===== src/rtl/flash_cmd_pkg.sv =====
package flash_cmd_pkg;

    localparam int FRAME_BITS = 32;
    localparam int OPC_W      = 8;
    localparam int PAGE_W     = 11;
    localparam int BLOCK_W    = 8;
    localparam int PAGE_LSB   = 9;
    localparam int CNT_W      = $clog2(FRAME_BITS + 1);

    localparam logic [OPC_W-1:0] OPC_PAGE_ERASE  = 8'h81;
    localparam logic [OPC_W-1:0] OPC_BLOCK_ERASE = 8'h50;
    localparam logic [OPC_W-1:0] OPC_LOAD_BUF0   = 8'h53;
    localparam logic [OPC_W-1:0] OPC_LOAD_BUF1   = 8'h55;

    typedef enum logic [1:0] {
        OP_NONE        = 2'd0,
        OP_PAGE_ERASE  = 2'd1,
        OP_BLOCK_ERASE = 2'd2,
        OP_LOAD_BUF    = 2'd3
    } op_e;

    typedef struct packed {
        op_e               code;
        logic [PAGE_W-1:0] page;
        logic              buf_sel;
    } cmd_t;

    function automatic cmd_t decode_cmd(input logic [OPC_W-1:0] opc,
                                        input logic [PAGE_W-1:0] pg);
        cmd_t c;
        c.code    = OP_NONE;
        c.page    = pg;
        c.buf_sel = 1'b0;
        case (opc)
            OPC_PAGE_ERASE:  c.code = OP_PAGE_ERASE;
            OPC_BLOCK_ERASE: begin
                c.code = OP_BLOCK_ERASE;
                c.page = {pg[PAGE_W-1:PAGE_W-BLOCK_W], {(PAGE_W-BLOCK_W){1'b0}}};
            end
            OPC_LOAD_BUF0:   c.code = OP_LOAD_BUF;
            OPC_LOAD_BUF1:   begin
                c.code    = OP_LOAD_BUF;
                c.buf_sel = 1'b1;
            end
            default:         c.code = OP_NONE;
        endcase
        return c;
    endfunction

endpackage


===== src/rtl/flash_sync_edge.sv =====
module flash_sync_edge #(
    parameter int WIDTH  = 3,
    parameter int STAGES = 2,
    parameter logic [WIDTH-1:0] IDLE = '0
) (
    input  logic             clk,
    input  logic             rst,
    input  logic [WIDTH-1:0] din,
    output logic [WIDTH-1:0] lvl,
    output logic [WIDTH-1:0] rise
);
    generate
        for (genvar b = 0; b < WIDTH; b++) begin : g_bit
            logic [STAGES-1:0] chain;
            logic              prev;
            always_ff @(posedge clk) begin
                if (rst) begin
                    chain <= {STAGES{IDLE[b]}};
                    prev  <= IDLE[b];
                end else begin
                    chain <= {chain[STAGES-2:0], din[b]};
                    prev  <= chain[STAGES-1];
                end
            end
            assign lvl[b]  = chain[STAGES-1];
            assign rise[b] = chain[STAGES-1] & ~prev;
        end
    endgenerate
endmodule


===== src/rtl/flash_cmd_shifter.sv =====
module flash_cmd_shifter
    import flash_cmd_pkg::*;
(
    input  logic              clk,
    input  logic              rst,
    input  logic              desel,
    input  logic              sck_rise,
    input  logic              data_bit,
    output logic [OPC_W-1:0]  opcode,
    output logic [PAGE_W-1:0] page,
    output logic              full
);
    logic [FRAME_BITS-1:0] sr;
    logic [CNT_W-1:0]      cnt;

    always_ff @(posedge clk) begin
        if (rst) begin
            sr  <= '0;
            cnt <= '0;
        end else if (desel) begin
            cnt <= '0;
        end else if (sck_rise && (cnt < CNT_W'(FRAME_BITS))) begin
            sr  <= {sr[FRAME_BITS-2:0], data_bit};
            cnt <= cnt + 1'b1;
        end
    end

    assign opcode = sr[FRAME_BITS-1 -: OPC_W];
    assign page   = sr[PAGE_LSB +: PAGE_W];
    assign full   = (cnt == CNT_W'(FRAME_BITS));

    AST_BITCNT_BOUND: assert property (@(posedge clk) disable iff (rst)
        cnt <= CNT_W'(FRAME_BITS)) else $error("bit count overran");
    AST_DESEL_CLEARS: assert property (@(posedge clk) disable iff (rst)
        desel |=> (cnt == '0)) else $error("count kept after deselect");
endmodule


===== src/rtl/flash_busy_timer.sv =====
module flash_busy_timer
    import flash_cmd_pkg::*;
#(
    parameter int PAGE_ERASE_CYCLES  = 20,
    parameter int BLOCK_ERASE_CYCLES = 400,
    parameter int XFER_CYCLES        = 12
) (
    input  logic clk,
    input  logic rst,
    input  logic start,
    input  op_e  code,
    output logic busy
);
    localparam int MAX_AB = (PAGE_ERASE_CYCLES > BLOCK_ERASE_CYCLES) ?
                            PAGE_ERASE_CYCLES : BLOCK_ERASE_CYCLES;
    localparam int MAXC   = (MAX_AB > XFER_CYCLES) ? MAX_AB : XFER_CYCLES;
    localparam int CW     = $clog2(MAXC + 1);

    logic [CW-1:0] cnt;
    logic [CW-1:0] load;

    always_comb begin
        case (code)
            OP_BLOCK_ERASE: load = CW'(BLOCK_ERASE_CYCLES - 1);
            OP_LOAD_BUF:    load = CW'(XFER_CYCLES - 1);
            default:        load = CW'(PAGE_ERASE_CYCLES - 1);
        endcase
    end

    always_ff @(posedge clk) begin
        if (rst) begin
            busy <= 1'b0;
            cnt  <= '0;
        end else if (start && !busy) begin
            busy <= 1'b1;
            cnt  <= load;
        end else if (busy) begin
            if (cnt == '0) busy <= 1'b0;
            else           cnt  <= cnt - 1'b1;
        end
    end

    AST_BUSY_CNT_RANGE: assert property (@(posedge clk) disable iff (rst)
        busy |-> (cnt < CW'(MAXC))) else $error("busy count out of range");
    AST_START_SETS_BUSY: assert property (@(posedge clk) disable iff (rst)
        (start && !busy) |=> busy) else $error("start did not raise busy");
endmodule


===== src/rtl/flash_cmd_decoder.sv =====
module flash_cmd_decoder
    import flash_cmd_pkg::*;
#(
    parameter int SYNC_STAGES        = 2,
    parameter int PAGE_ERASE_CYCLES  = 20,
    parameter int BLOCK_ERASE_CYCLES = 400,
    parameter int XFER_CYCLES        = 12
) (
    input  logic        clk,
    input  logic        rst,
    input  logic        sck,
    input  logic        cs_n,
    input  logic        mosi,
    output logic        op_start,
    output logic [1:0]  op_code,
    output logic [10:0] op_page,
    output logic [7:0]  op_block,
    output logic        op_buf,
    output logic        status_rdy
);
    localparam int PIN_W = 3;

    logic [PIN_W-1:0] pin_lvl, pin_rise;
    logic [OPC_W-1:0] opcode;
    logic [PAGE_W-1:0] page_fld;
    logic             frame_full;
    logic             busy;
    logic             launch;
    cmd_t             cmd;
    cmd_t             cur_q;

    flash_sync_edge #(.WIDTH(PIN_W), .STAGES(SYNC_STAGES), .IDLE(3'b010)) u_sync (
        .clk  (clk),
        .rst  (rst),
        .din  ({mosi, cs_n, sck}),
        .lvl  (pin_lvl),
        .rise (pin_rise)
    );

    flash_cmd_shifter u_shift (
        .clk      (clk),
        .rst      (rst),
        .desel    (pin_lvl[1]),
        .sck_rise (pin_rise[0]),
        .data_bit (pin_lvl[2]),
        .opcode   (opcode),
        .page     (page_fld),
        .full     (frame_full)
    );

    assign cmd    = decode_cmd(opcode, page_fld);
    assign launch = pin_rise[1] && frame_full && (cmd.code != OP_NONE) && !busy;

    flash_busy_timer #(
        .PAGE_ERASE_CYCLES  (PAGE_ERASE_CYCLES),
        .BLOCK_ERASE_CYCLES (BLOCK_ERASE_CYCLES),
        .XFER_CYCLES        (XFER_CYCLES)
    ) u_timer (
        .clk   (clk),
        .rst   (rst),
        .start (launch),
        .code  (cmd.code),
        .busy  (busy)
    );

    always_ff @(posedge clk) begin
        if (rst) begin
            op_start <= 1'b0;
            cur_q    <= '{code: OP_NONE, page: '0, buf_sel: 1'b0};
        end else begin
            op_start <= launch;
            if (launch) cur_q <= cmd;
        end
    end

    assign op_code    = cur_q.code;
    assign op_page    = cur_q.page;
    assign op_block   = cur_q.page[PAGE_W-1 -: BLOCK_W];
    assign op_buf     = cur_q.buf_sel;
    assign status_rdy = ~busy;

    AST_START_PULSE: assert property (@(posedge clk) disable iff (rst)
        op_start |=> !op_start) else $error("start longer than one cycle");
    AST_FIELDS_HOLD: assert property (@(posedge clk) disable iff (rst)
        !op_start |-> ($stable(op_page) && $stable(op_code) && $stable(op_buf)))
        else $error("operation outputs moved without a start");
    AST_START_VALID_CODE: assert property (@(posedge clk) disable iff (rst)
        op_start |-> (op_code != 2'd0)) else $error("start with no operation");
    AST_BUSY_WITH_START: assert property (@(posedge clk) disable iff (rst)
        op_start |-> !status_rdy) else $error("busy not raised with start");
    AST_START_FROM_READY: assert property (@(posedge clk) disable iff (rst)
        op_start |-> $past(status_rdy)) else $error("start while busy");
    AST_BLOCK_ALIGNED: assert property (@(posedge clk) disable iff (rst)
        (op_start && op_code == 2'd2) |-> (op_page[2:0] == 3'd0))
        else $error("block erase page not aligned");
endmodule


===== config.mk =====
export PLATFORM = sky130hd
export DESIGN_NAME = flash_cmd_decoder
export DESIGN_NICKNAME = d
export VERILOG_FILES = /design/src/rtl/flash_cmd_pkg.sv /design/src/rtl/flash_sync_edge.sv /design/src/rtl/flash_cmd_shifter.sv /design/src/rtl/flash_busy_timer.sv /design/src/rtl/flash_cmd_decoder.sv
export SDC_FILE = /design/constraint.sdc
export NUM_CORES = 1
export LEC_CHECK = 0
export ABC_CLOCK_PERIOD_IN_PS = 2200
export BUFFER_PORTS_ARGS = -buffer_cell sky130_fd_sc_hd__buf_2
export CAP_MARGIN = 20
export CORE_MARGIN = 2
export CORE_UTILIZATION = 35
export CTS_BUF_LIST = sky130_fd_sc_hd__clkbuf_8
export CTS_CLUSTER_SIZE = 40
export DETAILED_ROUTE_END_ITERATION = 16
export GPL_ROUTABILITY_DRIVEN = 0
export GPL_TIMING_DRIVEN = 0
export PLACE_DENSITY = 0.61
export RECOVER_POWER = 100
export SYNTH_ARGS = -nofsm -noshare
export SYNTH_HDL_FRONTEND = slang
export SYNTH_HIERARCHICAL = 1
export SYNTH_SLANG_ARGS = --single-unit

===== constraint.sdc =====
create_clock -name clk -period 2.2 [get_ports clk]
set_clock_uncertainty 0.1 [all_clocks]
set_input_delay 0.44 -clock clk [delete_from_list [all_inputs] [get_ports clk]]
set_output_delay 0.44 -clock clk [all_outputs]
set_load 0.01 [all_outputs]

# After elaboration in Yosys (flattened, before gate mapping)
# Index checks and enable logic that the tools add are counted.
[totals]
register_bits = 71
word_cells = 53
input_bits = 5
out_inout_bits = 24
[op_classes]
n_eq_ne = 8
addsub = 2
mux = 10
n_lt_le_gt_ge = 1
reduce_logical = 13
bitwise = 6
[ops]
columns = ["operator", "n"]
rows = [
  ["$mux 9", 3],
  ["$eq 8x7->1 const B", 3],
  ["$pmux 9 s2", 1],
  ["$logic_not 9->1", 1],
  ["$sub 9x1->9 const B", 1],
  ["$eq 8x8->1 const B", 1],
  ["$add 6x1->6 const B", 1],
  ["$eq 6x6->1 const B", 1],
  ["$lt 6x6->1 const B", 1],
  ["$pmux 2 s3", 1],
  ["$logic_and 1x1->1", 5],
  ["$eq 2x2->1 const B", 2],
  ["$mux 1", 4],
  ["$not 1->1", 4],
  ["$reduce_and 2->1", 2],
  ["$reduce_bool 2->1", 2],
  ["$reduce_or 2->1", 2],
  ["$mux 3", 1],
  ["$and 1x1->1", 2],
  ["$ne 2x1->1 const B", 1],
  ["$logic_not 1->1", 1],
]

# Logic depth before layout (Yosys ltp)
# Gate-level depths: netlist of run 1.
[logic_depth]
word_depth = 9
ltp_mapped = 10
mapped_depth_nobuf = 9

# By module
# Netlist of run 1, hierarchy kept.
[by_module_without_submodules]
columns = ["module", "area_each_um2", "seq_area_each_um2", "cells_per_inst", "instances"]
rows = [
  ["flash_cmd_shifter", 1546.5, 760.7, 195, 1],
  ["flash_cmd_decoder", 840.8, 300.3, 93, 1],
  ["flash_busy_timer", 543.0, 200.2, 58, 1],
  ["flash_sync_edge", 277.8, 180.2, 24, 1],
]

# Worst setup path after synthesis of run 1
# OpenSTA, ideal clock, no wires.
[synth_timing]
path_kind = "reg2reg"
start = "reg u_shift.sr[28]"
end = "reg u_timer.cnt[5]"
period_less_slack_ns = 2.138
stages_incl_launch_ff = 9
setup_ns = 0.130
arrival_ns = 1.908
path_buffers = 2
setup_slack_ns = 0.062
t_required_ns = 1.970
path_cell_list = "dfxtp_1 buf_4 or4b_4 a21oi_1 o21a_1 buf_6 and2b_1 mux2_4 a211oi_1"
[synth_via]
elab_chain_cells = 9
word_cells_on_any_way = 14
cone_classes = "eq/ne: 5; mux: 2; reduce/logical: 7"
[synth_rtl]
columns = ["item", "line", "rtl"]
rows = [
  ["start, declared", "flash_cmd_shifter.sv:13", "logic [FRAME_BITS-1:0] sr;"],
  ["start signal, assigned", "flash_cmd_shifter.sv:23", "sr <= {sr[FRAME_BITS-2:0], data_bit};"],
  ["$eq 8x7->1", "flash_cmd_pkg.sv:34", "case (opc)"],
  ["$reduce_or 2->1 (no line)", "-", ""],
  ["$pmux 2 s3 *", "flash_cmd_pkg.sv:34", ""],
  ["$reduce_bool 2->1 *", "flash_cmd_decoder.sv:52", "assign launch = pin_rise[1] && frame_full && (cmd.code != OP_NONE) && !busy;"],
  ["$logic_and 1x1->1 * (2 in a row)", "flash_cmd_decoder.sv:52", ""],
  ["named net launch", "flash_cmd_decoder.sv:28", "logic launch;"],
  ["$logic_and 1x1->1 *", "flash_busy_timer.sv:34", "end else if (start && !busy) begin"],
  ["$ne 2x1->1 (no line) or $reduce_bool 2->1 (tied branches)", "-", ""],
  ["$reduce_and 2->1 (no line)", "-", ""],
  ["end signal, assigned", "flash_busy_timer.sv:36", "cnt <= load;"],
  ["end signal, assigned", "flash_busy_timer.sv:39", "else cnt <= cnt - 1'b1;"],
  ["end, declared", "flash_busy_timer.sv:19", "logic [CW-1:0] cnt;"],
]
# Mark *: on every way through the listed nets, which the timed path passes. The rest lies on a longest branch.
# A chain may end at the register's enable or synchronous reset.

# Final worst setup path of run 1
[layout_timing]
start = "reg u_shift.cnt[0]"
end = "reg cur_q (netlist bit op_code[1])"
[layout_via]
elab_chain_cells = 4
[layout_rtl]
columns = ["item", "line", "rtl"]
rows = [
  ["start, declared", "flash_cmd_shifter.sv:14", "logic [CNT_W-1:0] cnt;"],
  ["start signal, assigned", "flash_cmd_shifter.sv:24", "cnt <= cnt + 1'b1;"],
  ["$eq 6x6->1", "flash_cmd_shifter.sv:30", "assign full = (cnt == CNT_W'(FRAME_BITS));"],
  ["named net frame_full", "flash_cmd_decoder.sv:26", "logic frame_full;"],
  ["$logic_and 1x1->1 (3 in a row)", "flash_cmd_decoder.sv:52", ""],
  ["end signal, assigned", "flash_cmd_decoder.sv:69", "cur_q <= '{code: OP_NONE, page: '0, buf_sel: 1'b0};"],
  ["end signal, assigned", "flash_cmd_decoder.sv:72", "if (launch) cur_q <= cmd;"],
  ["end, declared", "flash_cmd_decoder.sv:30", "cmd_t cur_q;"],
]
# The timed path passes the listed nets, and every way through them passes these cells.

==> metrics.cfg, run 1 <==
[power_and_ir_drop]
p_per_area_nw_per_um2=643
p_int_mw=1.86
ir_drop_v=0.000435
seqPwrFrac=0.544
pwr-share-comb=0.022
p_leak_nw=1.27
clock_power_share=0.434
swShare=0.216
switching_power_mw=0.512

[global_routing]
grt_pass1_wl_mm=10.3
grt_max_degree=20
grt_pass1_vias=2380
grtUsageTotal=0.128
antenna_found_initial=0
overflow=0

[placed_design]
hpwl_mm=4.16
dp_cells=502
postPlaceCellArea_um2=3440
io_buffers=28

[floorplan]
core_region_area_um2=8760
die_y_um=99.1
die_width_um=99.1
start_util=0.362
design.die.area_um2=9830
row_count=34
io_pins=29

[logic_synthesis]
ys_warn_count=6
syn_area_per_cell_um2=8.66
syn_nets=374
syn_inst=366
syn_area_um2=3170

[worst_setup_path]
rr_endpoint=op_code[1]$_SDFFE_PP0P_
cp.required_ns=2.37
cp_max_fo=4
endpoint_kind=flip-flop
timing.reg2reg.setup_slack_ns=0.08
rr_worst_depth=7
arrival_ns=2.29
worst-setup-path-type=flip-flop to flip-flop
crit_path_start_kind=flip-flop
r2r-start=u_shift/cnt[0]$_SDFFE_PP0P_

[run]
cap_violations=0

[route]
vias=2502
drcViolationCount=0
post_drt_wl_per_cell_um=11.5
first_iter_violations=86
totalWireLength_mm=5.98
antenna_left=0
dr.pass1.iters=4
viasPerCell=4.79

[finish]
fin_area_um2=3690
fin_cells=522
syn2layout_area_growth_pct=16.4
diodes=0
drive_gt1_frac=0.196
final_util=0.421
nNetsFinal=417

[status]
status=finished clean

[timing]
clock.fmax_mhz=473
tightest_slew_ns=0.724
fin_crit_ns=2.12
hold_slack_ns=0.174
final-setup-viol-count=0
max-slew-margin-rel=0.517
final-hold-violation-count=0
finalCritPeriodShare=0.962
setup_tns_ns=0
slew_viol_final=0

[clocking]
cts_tree=done
cts.clk_slew.worst_paths_ns=0.07
clockBufferDepth=2
cts_inserted_buffers=9
cts.htree.levels=3
worstSkewPairLatency_ns=0.34
clock_sinks=71
cts-hold-fix-buffers=0
cts_root_buf=clkbuf_8

[worst_hold_path]
hp-class=primary input to flip-flop
min_delay_path_depth=2
hold_start=cs_n
min_to=u_sync/g_bit[1].chain[0]$_SDFF_PP1_

==> area by class of cell <==
class	count	area [um^2]
clock buffers	10	138
repair buffers	32	138
multi-input cells	243	1460
flip-flops and latches	71	1430
clock inverters	6	60.1
well taps	108	135
plain buffers	44	298
inverters	8	30.0
fillers	907	5070
==> worst max-delay path by stage <==
stage,slack (ns),startpoint,depth (start not counted),end
CTS,0.005,u_shift/sr[28]$_SDFFE_PP0P_,8,u_timer/cnt[1]$_SDFFE_PP0P_
floorplan,0.06,u_shift/sr[28]$_SDFFE_PP0P_,8,u_timer/cnt[5]$_SDFFE_PP0P_
finish,0.08,u_shift/cnt[0]$_SDFFE_PP0P_,7,op_code[1]$_SDFFE_PP0P_
global placement,-0.22,u_shift/cnt[0]$_SDFFE_PP0P_,10,u_timer/cnt[2]$_SDFFE_PP0P_
detailed placement,-0.33,u_shift/cnt[0]$_SDFFE_PP0P_,10,u_timer/cnt[1]$_SDFFE_PP0P_
global route,-0.005,u_shift/cnt[1]$_SDFFE_PP0P_,10,u_timer/cnt[5]$_SDFFE_PP0P_
==> metrics by stage <==
| stage | power [mW] | worst slack, ns |
|---|---|---|
| floorplan | 1.36 | 0.0623 |
| global placement | 1.37 | -0.221 |
| detailed placement | 1.37 | -0.326 |
| CTS | 2.42 | 0.00468 |
| global route | 2.47 | -0.00535 |
| finish | 2.37 | 0.0845 |
==> layout by cell type, fill, tap and decap left out, types with 4 or more instances in the layout <==
cell type and n:
nand2b_1 24, buf_4 30, buf_2 11, clkbuf_8 10
nand3b_1 5, dfxtp_1 69, or2_1 4, nand2_1 69
clkbuf_1 31, nor2_1 12, inv_1 9, a211oi_1 4
mux2i_1 9, nor2b_1 10, o21ai_0 5, or3_1 4
a21oi_1 43
==> critical path, cell delays in order, from the launching register on <==
cell and delay [ns]:
dfxtp_4 0.36, inv_1 0.06, ha_1 0.14, and4b_1 0.21
nand2_2 0.10, or4_4 0.44, or4b_4 0.53, a21oi_2 0.12
==> routing by layer <==
layer  GRT usage  wire (um)
met1       0.159       2950
met2       0.213       2730
met3      0.0372        214
met4      0.0411         80
met5           0          0
==> power by group through the flow <==
stage / clock, mW / sequential [mW] / combinational, mW
after floorplan: 0 / 1.32 / 0.0350
after global placement: 0 / 1.32 / 0.0517
after detailed placement: 0 / 1.32 / 0.0522
after CTS: 1.07 / 1.29 / 0.0523
after global routing: 1.12 / 1.29 / 0.0586
final: 1.03 / 1.29 / 0.0519
==> timing repair <==
action                     in CTS  in global routing
buffers inserted                1                  3
pin swaps                       1                  4
gates cloned                    0                  0
gates resized for setup         9                  5
setup endpoints to repair      10                  8
==> state kept, by name, summed over array words and instances (netlist names) <==
register,count
u_shift/cnt,6
u_timer/busy,1
op_page,11
u_shift/sr,32
op_code,2
op_start,1
u_sync/g_bit.chain,6
u_timer/cnt,9
u_sync/g_bit.prev,2
op_buf,1
No activity file was read; power rests on OpenSTA's default activity.
==> run 2, diff against run 1 <==
--- a/config.mk
+++ b/config.mk
@@ -9,14 +9,15 @@
 export BUFFER_PORTS_ARGS = -buffer_cell sky130_fd_sc_hd__buf_2
 export CAP_MARGIN = 20
 export CORE_MARGIN = 2
-export CORE_UTILIZATION = 35
+export CORE_UTILIZATION = 50
 export CTS_BUF_LIST = sky130_fd_sc_hd__clkbuf_8
 export CTS_CLUSTER_SIZE = 40
 export DETAILED_ROUTE_END_ITERATION = 16
 export GPL_ROUTABILITY_DRIVEN = 0
 export GPL_TIMING_DRIVEN = 0
-export PLACE_DENSITY = 0.61
+export PLACE_DENSITY_LB_ADDON = 0.15
 export RECOVER_POWER = 100
+export SKIP_LAST_GASP = 1
 export SYNTH_ARGS = -nofsm -noshare
 export SYNTH_HDL_FRONTEND = slang
 export SYNTH_HIERARCHICAL = 1
==> run 2 against run 1 <==
Combinational power grew 0.8%. Non-clock buffer count fell by 1. Sequential share of layout area increased by 1.1 points. Routed wire length fell by 2.5%. Largest cell class unchanged. Critical endpoint is now u_timer/cnt[8]$_SDFFE_PP0P_. Highest routed layer unchanged. Sequential power about the same.
==> metrics.cfg, run 2 (synthesized netlist as in run 1, its figures left out) <==
[worst_setup_path]
rr_endpoint=u_timer/cnt[8]$_SDFFE_PP0P_
cp.required_ns=2.32  ; -0.05 ns
rr_worst_depth=8  ; +1
cp_max_fo=7  ; +3
crit_path_start_kind=flip-flop
worst-setup-path-type=flip-flop to flip-flop
startpoint=u_shift/sr[28]$_SDFFE_PP0P_
r2r-start=u_shift/sr[28]$_SDFFE_PP0P_
arrival_ns=2.25  ; -0.04 ns
timing.reg2reg.setup_slack_ns=0.08  ; about the same
endpoint_kind=flip-flop
crit_end=u_timer/cnt[8]$_SDFFE_PP0P_

[route]
vias=2458  ; -1.8%
first_iter_violations=130  ; +51%
viasPerCell=5.04  ; +5.1%
totalWireLength_mm=5.83  ; -2.5%
antenna_left=0  ; unchanged
drcViolationCount=0  ; unchanged
dr.pass1.iters=4  ; unchanged
post_drt_wl_per_cell_um=11.9  ; +4.2%

[floorplan]
start_util=0.508  ; +0.146
row_count=29  ; -15%
core_region_area_um2=6240  ; -29%
die_width_um=83.6  ; -16%
die_y_um=83.6  ; -16%
io_pins=29  ; unchanged
design.die.area_um2=6990  ; -29%

[clocking]
cts_tree=done
cts.htree.levels=3  ; unchanged
cts-hold-fix-buffers=0  ; unchanged
worstSkewPairLatency_ns=0.34  ; about the same
cts_inserted_buffers=9  ; unchanged
clock_sinks=71  ; unchanged
clockBufferDepth=2  ; unchanged
cts_root_buf=clkbuf_8
cts.clk_slew.worst_paths_ns=0.07  ; about the same

[global_routing]
grtUsageTotal=0.176  ; +0.0488
grt_max_degree=20  ; unchanged
grt_pass1_wl_mm=10.0  ; -2.9%
antenna_found_initial=0  ; unchanged
grt_pass1_vias=2262  ; -5.0%
overflow=0  ; unchanged

[finish]
drive_gt1_frac=0.180  ; -0.0156
final_cell_mix=69 x nand2_1, 69 x dfxtp_1, 45 x a21oi_1
syn2layout_area_growth_pct=13.3
largest_reg_flops=32  ; unchanged
diodes=0  ; unchanged
fin_cells=488  ; -6.5%
top_register=u_shift/sr
nNetsFinal=416  ; -0.24%
nFillCells=606  ; -33%

[run]
cap_violations=0  ; unchanged

[power_and_ir_drop]
p_leak_nw=1.26  ; -0.80%
ir_drop_v=0.000376  ; -14%
fin_total_pwr_mw=2.24  ; -5.6%
p_per_area_nw_per_um2=623  ; -3.0%

[timing]
clock.fmax_mhz=471  ; -0.42%
final-hold-violation-count=0  ; unchanged
timing.final.ws_setup_ns=0.0756  ; -0.00885 ns
rsz0062_at_grt=true
fin_crit_ns=2.12  ; +0.00885 ns
max-slew-margin-rel=0.562  ; +0.0447
tightest_slew_ns=0.651  ; -0.0731 ns
slew_viol_final=0  ; unchanged
final-setup-viol-count=0  ; unchanged
finalCritPeriodShare=0.966  ; +0.00402

[worst_hold_path]
hold_start=cs_n
hp-class=primary input to flip-flop
min_delay_path_depth=2  ; unchanged

[placed_design]
io_buffers=28  ; unchanged
dp_slack_ns=-0.223  ; +0.103 ns
hpwl_mm=4.01  ; -3.6%
dp_cells=471  ; -6.2%

[status]
status=finished clean

==> run 2: layout make-up <==
class / instances / area, um^2 / share of cell area
multi-input cells: 243 / 1440 / 0.402
clock inverters: 3 / 12.5 / 0.00348
well taps: 77 / 96.3 / 0.0268
inverters: 8 / 30.0 / 0.00836
repair buffers: 31 / 136 / 0.0380
flip-flops and latches: 71 / 1430 / 0.397
plain buffers: 44 / 294 / 0.0819
clock buffers: 11 / 151 / 0.0422
==> run 2: what timing repair did <==
action,4_1_cts,5_1_grt
endpoints found under the hold margin,0,0
endpoints found under the setup margin,9,8
buffers inserted,3,0
resized for setup,8,2
pin swaps,2,3
==> run 2: layer usage <==
layer	global-route usage	up-vias	share of wire
met4	0.0792	0	0.014
met2	0.283	35	0.48
li1	-	1286	-
met5	0	-	0
met3	0.0475	6	0.033
met1	0.223	1131	0.48
==> run 2: through the flow <==
| step | hold slack, ns | area [um^2] | setup TNS [ns] | util |
|---|---|---|---|---|
| floorplan | 0.283 | 3170 | 0 | - |
| global placement | 0.286 | 3400 | -1.22 | 0.546 |
| detailed placement | 0.289 | 3400 | -1.47 | 0.546 |
| CTS | 0.162 | 3610 | 0 | 0.579 |
| global route | 0.162 | 3590 | -0.00270 | 0.575 |
| finish | 0.178 | 3590 | 0 | 0.575 |
==> run 2: worst min path at each step <==
stage	to	slack (ns)
after detailed placement	u_sync/g_bit[1].chain[1]$_SDFF_PP1_	0.29
final	u_sync/g_bit[1].chain[0]$_SDFF_PP1_	0.18
after floorplan	u_sync/g_bit[1].chain[1]$_SDFF_PP1_	0.28
after global placement	u_sync/g_bit[1].chain[1]$_SDFF_PP1_	0.29
after CTS	u_sync/g_bit[1].chain[0]$_SDFF_PP1_	0.16
after global routing	u_sync/g_bit[1].chain[0]$_SDFF_PP1_	0.16
==> run 2: critical path, cell delays in order (launching register included) <==
cell	delay, ns
dfxtp_1	0.33
buf_4	0.14
or4b_4	0.55
a21oi_1	0.14
o21a_2	0.18
buf_12	0.11
and2b_2	0.20
a21o_1	0.20
a21oi_1	0.06
==> run 2: where the power goes <==
| part | internal [mW] | leakage, nW | switching (mW) |
|---|---|---|---|
| clock | 0.448 | 0.0937 | 0.446 |
| combinational | 0.0197 | 0.592 | 0.0326 |
| sequential | 1.29 | 0.574 | 0.00158 |
